**src/rtl/prt_pkg.sv**
```systemverilog
package prt_pkg;
  // Per-register status flags.
  typedef struct packed {
    logic link;   // an architectural mapping still refers to the register
    logic freed;  // register already handed to the free pool
  } prt_entry_t;
endpackage

```
**src/rtl/prt_scan_ptr.sv**
```systemverilog
module prt_scan_ptr #(
  parameter int DEPTH = 8,
  localparam int PW = (DEPTH > 1) ? $clog2(DEPTH) : 1
) (
  input  logic          clk,
  input  logic          rst_n,
  output logic [PW-1:0] ptr
);
  localparam logic [PW-1:0] LAST = PW'(DEPTH - 1);

  always_ff @(posedge clk or negedge rst_n) begin
    if (!rst_n) begin
      ptr <= '0;
    end else if (ptr == '0) begin
      ptr <= LAST;
    end else begin
      ptr <= ptr - PW'(1);
    end
  end
endmodule

```
**src/rtl/prt_push_pick.sv**
```systemverilog
module prt_push_pick #(
  parameter int BANKS = 2,
  parameter int PORTS = 2,
  localparam int BW = (BANKS > 1) ? $clog2(BANKS) : 1
) (
  input  logic [BANKS-1:0]         cand,
  output logic [PORTS-1:0]         sel_valid,
  output logic [PORTS-1:0][BW-1:0] sel_bank
);
  // Port k receives the k-th lowest candidate bank.
  always_comb begin
    int unsigned seen;
    seen      = 0;
    sel_valid = '0;
    sel_bank  = '0;
    for (int b = 0; b < BANKS; b++) begin
      if (cand[b]) begin
        for (int k = 0; k < PORTS; k++) begin
          if (seen == k) begin
            sel_valid[k] = 1'b1;
            sel_bank[k]  = BW'(b);
          end
        end
        seen = seen + 1;
      end
    end
  end
endmodule

```
**src/rtl/prt_table.sv**
```systemverilog
module prt_table
  import prt_pkg::*;
#(
  parameter int BANKS  = 2,
  parameter int PER    = 8,
  parameter int INIT   = 4,
  parameter int N_INS  = 2,
  parameter int N_RET  = 2,
  parameter int N_PUSH = 2,
  localparam int ENT = BANKS * PER,
  localparam int EW  = $clog2(PER),
  localparam int NW  = $clog2(ENT),
  localparam int BW  = (BANKS > 1) ? $clog2(BANKS) : 1
) (
  input  logic                      clk,
  input  logic                      rst_n,
  input  logic [N_INS-1:0]          ins_we,
  input  logic [N_INS-1:0][NW-1:0]  ins_num,
  input  logic [N_RET-1:0]          ret_we,
  input  logic [N_RET-1:0]          ret_restore,
  input  logic [N_RET-1:0]          ret_rold,
  input  logic [N_RET-1:0][NW-1:0]  ret_old,
  input  logic [N_RET-1:0][NW-1:0]  ret_new,
  output logic [N_PUSH-1:0]         push_valid,
  input  logic [N_PUSH-1:0]         push_ready,
  output logic [N_PUSH-1:0][NW-1:0] push_num,
  output logic [N_PUSH-1:0][BW-1:0] push_bank,
  output logic [EW-1:0]             ptr_o,
  output logic [ENT-1:0]            link_o,
  output logic [ENT-1:0]            freed_o
);
  localparam logic [NW-1:0] EMASK = NW'(PER - 1);

  prt_entry_t st_q [ENT];
  prt_entry_t st_d [ENT];
  logic [EW-1:0]    ptr;
  logic [BANKS-1:0] cand;

  // Split a register number into bank (upper bits) and entry (lower bits).
  function automatic int unsigned slot_of(input logic [NW-1:0] num);
    int unsigned bank_i;
    int unsigned ent_i;
    bank_i = int'(num >> EW);
    ent_i  = int'(num & EMASK);
    return bank_i * PER + ent_i;
  endfunction

  prt_scan_ptr #(.DEPTH(PER)) u_ptr (
    .clk  (clk),
    .rst_n(rst_n),
    .ptr  (ptr)
  );

  always_comb begin
    for (int b = 0; b < BANKS; b++) begin
      cand[b] = !st_q[b * PER + int'(ptr)].link && !st_q[b * PER + int'(ptr)].freed;
    end
  end

  prt_push_pick #(.BANKS(BANKS), .PORTS(N_PUSH)) u_pick (
    .cand     (cand),
    .sel_valid(push_valid),
    .sel_bank (push_bank)
  );

  generate
    for (genvar k = 0; k < N_PUSH; k++) begin : g_num
      assign push_num[k] = NW'((NW'(push_bank[k]) << EW) | NW'(ptr));
    end
  endgenerate

  // Order inside a cycle: inserts, then retire lanes in ascending order, then frees.
  always_comb begin
    for (int i = 0; i < ENT; i++) st_d[i] = st_q[i];
    for (int i = 0; i < N_INS; i++) begin
      if (ins_we[i]) begin
        st_d[slot_of(ins_num[i])].link  = 1'b1;
        st_d[slot_of(ins_num[i])].freed = 1'b0;
      end
    end
    for (int r = 0; r < N_RET; r++) begin
      if (ret_we[r]) begin
        if (!ret_restore[r]) begin
          st_d[slot_of(ret_old[r])].link = 1'b0;
        end else begin
          st_d[slot_of(ret_new[r])].link = 1'b0;
          if (ret_rold[r]) begin
            st_d[slot_of(ret_old[r])].link  = 1'b1;
            st_d[slot_of(ret_old[r])].freed = 1'b0;
          end
        end
      end
    end
    for (int k = 0; k < N_PUSH; k++) begin
      if (push_valid[k] && push_ready[k]) begin
        st_d[int'(push_bank[k]) * PER + int'(ptr)].freed = 1'b1;
      end
    end
  end

  always_ff @(posedge clk or negedge rst_n) begin
    if (!rst_n) begin
      for (int i = 0; i < ENT; i++) begin
        st_q[i].link  <= (i < INIT);
        st_q[i].freed <= !(i < INIT);
      end
    end else begin
      for (int i = 0; i < ENT; i++) st_q[i] <= st_d[i];
    end
  end

  assign ptr_o = ptr;
  always_comb begin
    for (int i = 0; i < ENT; i++) begin
      link_o[i]  = st_q[i].link;
      freed_o[i] = st_q[i].freed;
    end
  end
endmodule

```
**src/rtl/prt_status_tracker.sv**
```systemverilog
module prt_status_tracker #(
  parameter int NUM_BANKS    = 2,
  parameter int GPR_PER_BANK = 8,
  parameter int SPR_PER_BANK = 4,
  parameter int GPR_INIT     = 4,
  parameter int SPR_INIT     = 2,
  parameter int INS_PORTS    = 2,
  parameter int RET_PORTS    = 2,
  parameter int PUSH_PORTS   = 2,
  localparam int GNW = $clog2(NUM_BANKS * GPR_PER_BANK),
  localparam int SNW = $clog2(NUM_BANKS * SPR_PER_BANK),
  localparam int BW  = (NUM_BANKS > 1) ? $clog2(NUM_BANKS) : 1
) (
  input  logic                           clk,
  input  logic                           rst_n,
  input  logic [INS_PORTS-1:0]           ins_valid,
  output logic [INS_PORTS-1:0]           ins_ready,
  input  logic [INS_PORTS-1:0]           ins_gpr_we,
  input  logic [INS_PORTS-1:0][GNW-1:0]  ins_gpr_num,
  input  logic [INS_PORTS-1:0]           ins_spr_we,
  input  logic [INS_PORTS-1:0][SNW-1:0]  ins_spr_num,
  input  logic [RET_PORTS-1:0]           ret_valid,
  output logic [RET_PORTS-1:0]           ret_ready,
  input  logic [RET_PORTS-1:0]           ret_restore,
  input  logic [RET_PORTS-1:0]           ret_gpr_we,
  input  logic [RET_PORTS-1:0]           ret_gpr_rold,
  input  logic [RET_PORTS-1:0][GNW-1:0]  ret_gpr_old,
  input  logic [RET_PORTS-1:0][GNW-1:0]  ret_gpr_new,
  input  logic [RET_PORTS-1:0]           ret_spr_we,
  input  logic [RET_PORTS-1:0]           ret_spr_rold,
  input  logic [RET_PORTS-1:0][SNW-1:0]  ret_spr_old,
  input  logic [RET_PORTS-1:0][SNW-1:0]  ret_spr_new,
  output logic [PUSH_PORTS-1:0]          gpr_push_valid,
  input  logic [PUSH_PORTS-1:0]          gpr_push_ready,
  output logic [PUSH_PORTS-1:0][GNW-1:0] gpr_push_num,
  output logic [PUSH_PORTS-1:0][BW-1:0]  gpr_push_bank,
  output logic [PUSH_PORTS-1:0]          spr_push_valid,
  input  logic [PUSH_PORTS-1:0]          spr_push_ready,
  output logic [PUSH_PORTS-1:0][SNW-1:0] spr_push_num,
  output logic [PUSH_PORTS-1:0][BW-1:0]  spr_push_bank
);
  localparam int GEW  = $clog2(GPR_PER_BANK);
  localparam int SEW  = $clog2(SPR_PER_BANK);
  localparam int GENT = NUM_BANKS * GPR_PER_BANK;
  localparam int SENT = NUM_BANKS * SPR_PER_BANK;

  logic [GEW-1:0]  gpr_ptr;
  logic [SEW-1:0]  spr_ptr;
  logic [GENT-1:0] gpr_link, gpr_freed;
  logic [SENT-1:0] spr_link, spr_freed;

  assign ins_ready = '1;
  assign ret_ready = '1;

  prt_table #(
    .BANKS(NUM_BANKS), .PER(GPR_PER_BANK), .INIT(GPR_INIT),
    .N_INS(INS_PORTS), .N_RET(RET_PORTS), .N_PUSH(PUSH_PORTS)
  ) u_gpr (
    .clk        (clk),
    .rst_n      (rst_n),
    .ins_we     (ins_valid & ins_gpr_we),
    .ins_num    (ins_gpr_num),
    .ret_we     (ret_valid & ret_gpr_we),
    .ret_restore(ret_restore),
    .ret_rold   (ret_gpr_rold),
    .ret_old    (ret_gpr_old),
    .ret_new    (ret_gpr_new),
    .push_valid (gpr_push_valid),
    .push_ready (gpr_push_ready),
    .push_num   (gpr_push_num),
    .push_bank  (gpr_push_bank),
    .ptr_o      (gpr_ptr),
    .link_o     (gpr_link),
    .freed_o    (gpr_freed)
  );

  prt_table #(
    .BANKS(NUM_BANKS), .PER(SPR_PER_BANK), .INIT(SPR_INIT),
    .N_INS(INS_PORTS), .N_RET(RET_PORTS), .N_PUSH(PUSH_PORTS)
  ) u_spr (
    .clk        (clk),
    .rst_n      (rst_n),
    .ins_we     (ins_valid & ins_spr_we),
    .ins_num    (ins_spr_num),
    .ret_we     (ret_valid & ret_spr_we),
    .ret_restore(ret_restore),
    .ret_rold   (ret_spr_rold),
    .ret_old    (ret_spr_old),
    .ret_new    (ret_spr_new),
    .push_valid (spr_push_valid),
    .push_ready (spr_push_ready),
    .push_num   (spr_push_num),
    .push_bank  (spr_push_bank),
    .ptr_o      (spr_ptr),
    .link_o     (spr_link),
    .freed_o    (spr_freed)
  );
endmodule

```
**config.mk**
```make
export PLATFORM = sky130hd
export DESIGN_NAME = prt_status_tracker
export DESIGN_NICKNAME = d
export VERILOG_FILES = /design/src/rtl/prt_pkg.sv /design/src/rtl/prt_scan_ptr.sv /design/src/rtl/prt_push_pick.sv /design/src/rtl/prt_table.sv /design/src/rtl/prt_status_tracker.sv
export SDC_FILE = /design/constraint.sdc
export NUM_CORES = 1
export LEC_CHECK = 0
export BUFFER_PORTS_ARGS = -buffer_cell sky130_fd_sc_hd__buf_2
export CAP_MARGIN = 10
export CORE_MARGIN = 2
export CORE_UTILIZATION = 41
export DETAILED_ROUTE_END_ITERATION = 12
export GPL_ROUTABILITY_DRIVEN = 0
export PLACE_DENSITY = 0.68
export SETUP_SLACK_MARGIN = 0.1
export SLEW_MARGIN = 20
export SYNTH_ARGS = -nofsm -noshare
export SYNTH_HDL_FRONTEND = slang
export SYNTH_SLANG_ARGS = --single-unit
```
**constraint.sdc**
```tcl
create_clock -name clk -period 4.6 [get_ports clk]
set_clock_uncertainty 0.1 [all_clocks]
set_input_delay 0.23 -clock clk [delete_from_list [all_inputs] [get_ports clk]]
set_output_delay 0.23 -clock clk [all_outputs]
set_load 0.03 [all_outputs]
```
==> results.cfg <==
[global_routing]
grt_pass1_wl_um = 25300
grt_max_degree = 54
grt_pass1_vias = 4735
grt_overflow = 0
antenna_found_initial = 0
track_usage_pct = 24.6

[setup_path]
crit_buf_inv = 2
critPathMostFrequentCell = o311ai_2
r2r-start = u_gpr.u_ptr.ptr[1]$_DFF_PN0_
start_kind = register
critical_path.slowest_cell = dfrtp_1
slowest_delay_ps = 590
required_ps = 4270
timing.critical_path.cells = inv_1 > o311ai_2 > o311ai_2 > a21oi_1 > buf_2
critical_path_class = register to output pin
reg2reg_slack_ps = 2620
r2r_end = u_gpr.freed_o[11]$_DFF_PN1_
end_kind = output pin
cp_max_fo = 12
arrival_ps = 2240
crit_family = compound AO/OA/AOI/OAI gates
r2r_cells = 4

[outcome]
status = completed

[clocking]
path_clk_slew_ps = 70
holdBufCountCts = 1
post-cts-setup-buffer-count = 0
clock_latency_ps = 300
cts.path.max_buffers = 2
clkSinkCount = 53
cts_inserted_buffers = 5
htree_levels = 2
cts_tree = yes
cts_resized = 0
root_buffer = clkbuf_16

[place]
port_buffers = 87
dp_hpwl_um = 12400

[sta]
rsz0062_at_grt = false
period_share_pct = 56.0
slew_headroom_pct = 53.8
finalSetupViolations = 0
hold_viol = 0
period_minus_slack_ps = 2570
tns_ps = 0
timing.fmax_ghz = 0.388
worst_slew_pin_slew_ps = 693
slew_viol_final = 0

[pwr]
total_power_mw = 1.83
switching_power_mw = 0.665
pwr-share-comb_pct = 36.0
irDropWorstVdd_v = 0.000158
powerDensity_mw_per_mm2 = 336
p_int_mw = 1.17
p_sw_share_pct = 36.2
power_frac_seq_pct = 42.6
leakage_nw = 2.14
pwr-share-clk_pct = 21.4

[drt]
firstDrtPassIters = 6
wl_per_cell_um = 20.8
vias = 5087
drc = 0
drt_iter0_markers = 961
avgViaCountPerCell = 6.60
drt_wl_total_um = 16000
final_antenna_net_count = 0

[final_layout]
syn_to_final_growth_pct = 11.3
register_area_mm2 = 0.00136
antennaDiodeCount = 0
fillers = 1134
drive_gt1_share_pct = 23.7
multi_input_area_mm2 = 0.00317
final_nets = 699

[synthesis]
synth-edff-count = 0
synth_commonest_cells = nor2_1 (40), nand2_1 (37), inv_1 (36)
synth.most_common_cell = nor2_1
syn-instance-count = 571
ys_types = 68
yosysTopAreaCellShare_pct = 14.8
synth-seq-cells = 53
synth-main-ff-cell = dfrtp_1
async_flop_share_pct = 100
ys_warn_count = 0
synth_area_leaders = dfrtp_1 (15%), dfstp_2 (13%), a22oi_1 (5.2%)
syn_avg_cell_area_um2 = 8.59
synth_area_mm2 = 0.00490
synth-seq-area-share_pct = 27.7
synth_top_cell_by_area = dfrtp_1

[floorplan]
fp.dieW_um = 113
dieHeight_um = 113
rows = 39
die_area_mm2 = 0.0129
ios = 92
coreArea_mm2 = 0.0116
start_util_pct = 42.4

[hold_path]
hold_start = spr_push_ready[0]
hold_class = input port to register
holdPathStages = 3
min_to = u_spr.freed_o[1]$_DFF_PN0_

[run]
cap_violations = 0
through the flow:
step	area, µm²	cells	hold WS, ps	setup WS, ps	utilization, %
2_1_floorplan	4910	574	-166	1970	-
3_3_place_gp	5300	762	286	2460	45.8
3_5_place_dp	5300	762	292	2370	45.8
4_1_cts	5460	771	145	2060	47.2
5_1_grt	5460	771	187	1890	47.2
6_report	5460	771	151	2030	47.2
how the worst max path moves through the flow:
stage,start,endpoint,slack [ps],cells past startpoint
3_3_place_gp,u_gpr.u_ptr.ptr[0]$_DFF_PN0_,gpr_push_bank[1],2460,5
6_report,u_gpr.u_ptr.ptr[0]$_DFF_PN0_,gpr_push_valid[1],2030,5
3_5_place_dp,u_gpr.u_ptr.ptr[0]$_DFF_PN0_,gpr_push_num[7],2370,5
5_1_grt,u_gpr.u_ptr.ptr[0]$_DFF_PN0_,gpr_push_bank[1],1890,5
2_1_floorplan,u_gpr.u_ptr.ptr[0]$_DFF_PN0_,gpr_push_num[7],1970,5
4_1_cts,u_gpr.u_ptr.ptr[0]$_DFF_PN0_,gpr_push_num[7],2060,5
logic make-up (layout without fill, tap and decap cells):
logic type | count (synthesis) | after routing | share of synthesized area (%)
buffers and inverters | 81 | 135 | 7.83
muxes | 22 | 22 | 5.61
other | 1 | 4 | 0.0765
AOI/OAI and AO/OA | 164 | 164 | 26.9
and+or+nand+nor | 244 | 244 | 30.3
adders and majority gates | 6 | 6 | 1.53
DFF | 53 | 53 | 27.7
cell usage in the layout, fill, tap and decap left out, drive strengths merged, types with 6 or more instances in the layout:
| cell type | count |
|---|---|
| nor2b | 21 |
| nor4 | 8 |
| and2 | 10 |
| dfrtp | 29 |
| o2bb2ai | 9 |
| o31ai | 8 |
| dfstp | 24 |
| and3 | 8 |
| a32o | 17 |
| nand4 | 9 |
| nor4bb | 13 |
| o21ai | 6 |
| nor2 | 40 |
| buf | 88 |
| a21oi | 17 |
| o211ai | 6 |
| nand2 | 37 |
| o32ai | 12 |
| ha | 6 |
| inv | 40 |
| nor4b | 8 |
| a2bb2oi | 8 |
| nor3 | 19 |
| nand3 | 10 |
| nand3b | 7 |
| nand2b | 11 |
| mux2i | 14 |
| and4b | 7 |
| a22oi | 34 |
| nand4b | 11 |
sequential cells by signal, indices dropped and copies added, names as in the netlist:
register,cells
u_gpr.link_o,16
u_spr.freed_o,8
u_spr.u_ptr.ptr,2
u_gpr.freed_o,16
u_gpr.u_ptr.ptr,3
u_spr.link_o,8
routing by layer:
| metal | track usage, % | vias up | wire length (µm) |
|---|---|---|---|
| met3 | 5.95 | 14 | 1550 |
| met5 | 0 | - | 0 |
| met2 | 36.2 | 262 | 6900 |
| li1 | - | 2339 | - |
| met4 | 5.61 | 0 | 209 |
| met1 | 36.4 | 2472 | 7350 |
worst register-to-register path, stage by stage, from the launching register on:
cell	delay, ps
dfrtp_1	500
inv_2	160
mux4_2	550
mux2i_1	430
o32ai_1	160
layout make-up:
class | instances | area share [%]
Inverter | 38 | 2.61
Sequential cell | 53 | 24.9
Clock buffer | 5 | 2.29
Multi-Input combinational cell | 440 | 58.2
Timing Repair Buffer | 89 | 8.30
Clock inverter | 3 | 0.459
Tap cell | 143 | 3.28
power groups by stage:
stage	registers [mW]	logic, mW	clock network (mW)
6_report	0.781	0.659	0.393
5_1_grt	0.797	0.717	0.415
4_1_cts	0.774	0.651	0.398
3_5_place_dp	0.780	0.647	0
3_3_place_gp	0.775	0.636	0
2_1_floorplan	0.748	0.499	0
Power figures use the tool's default switching activity.
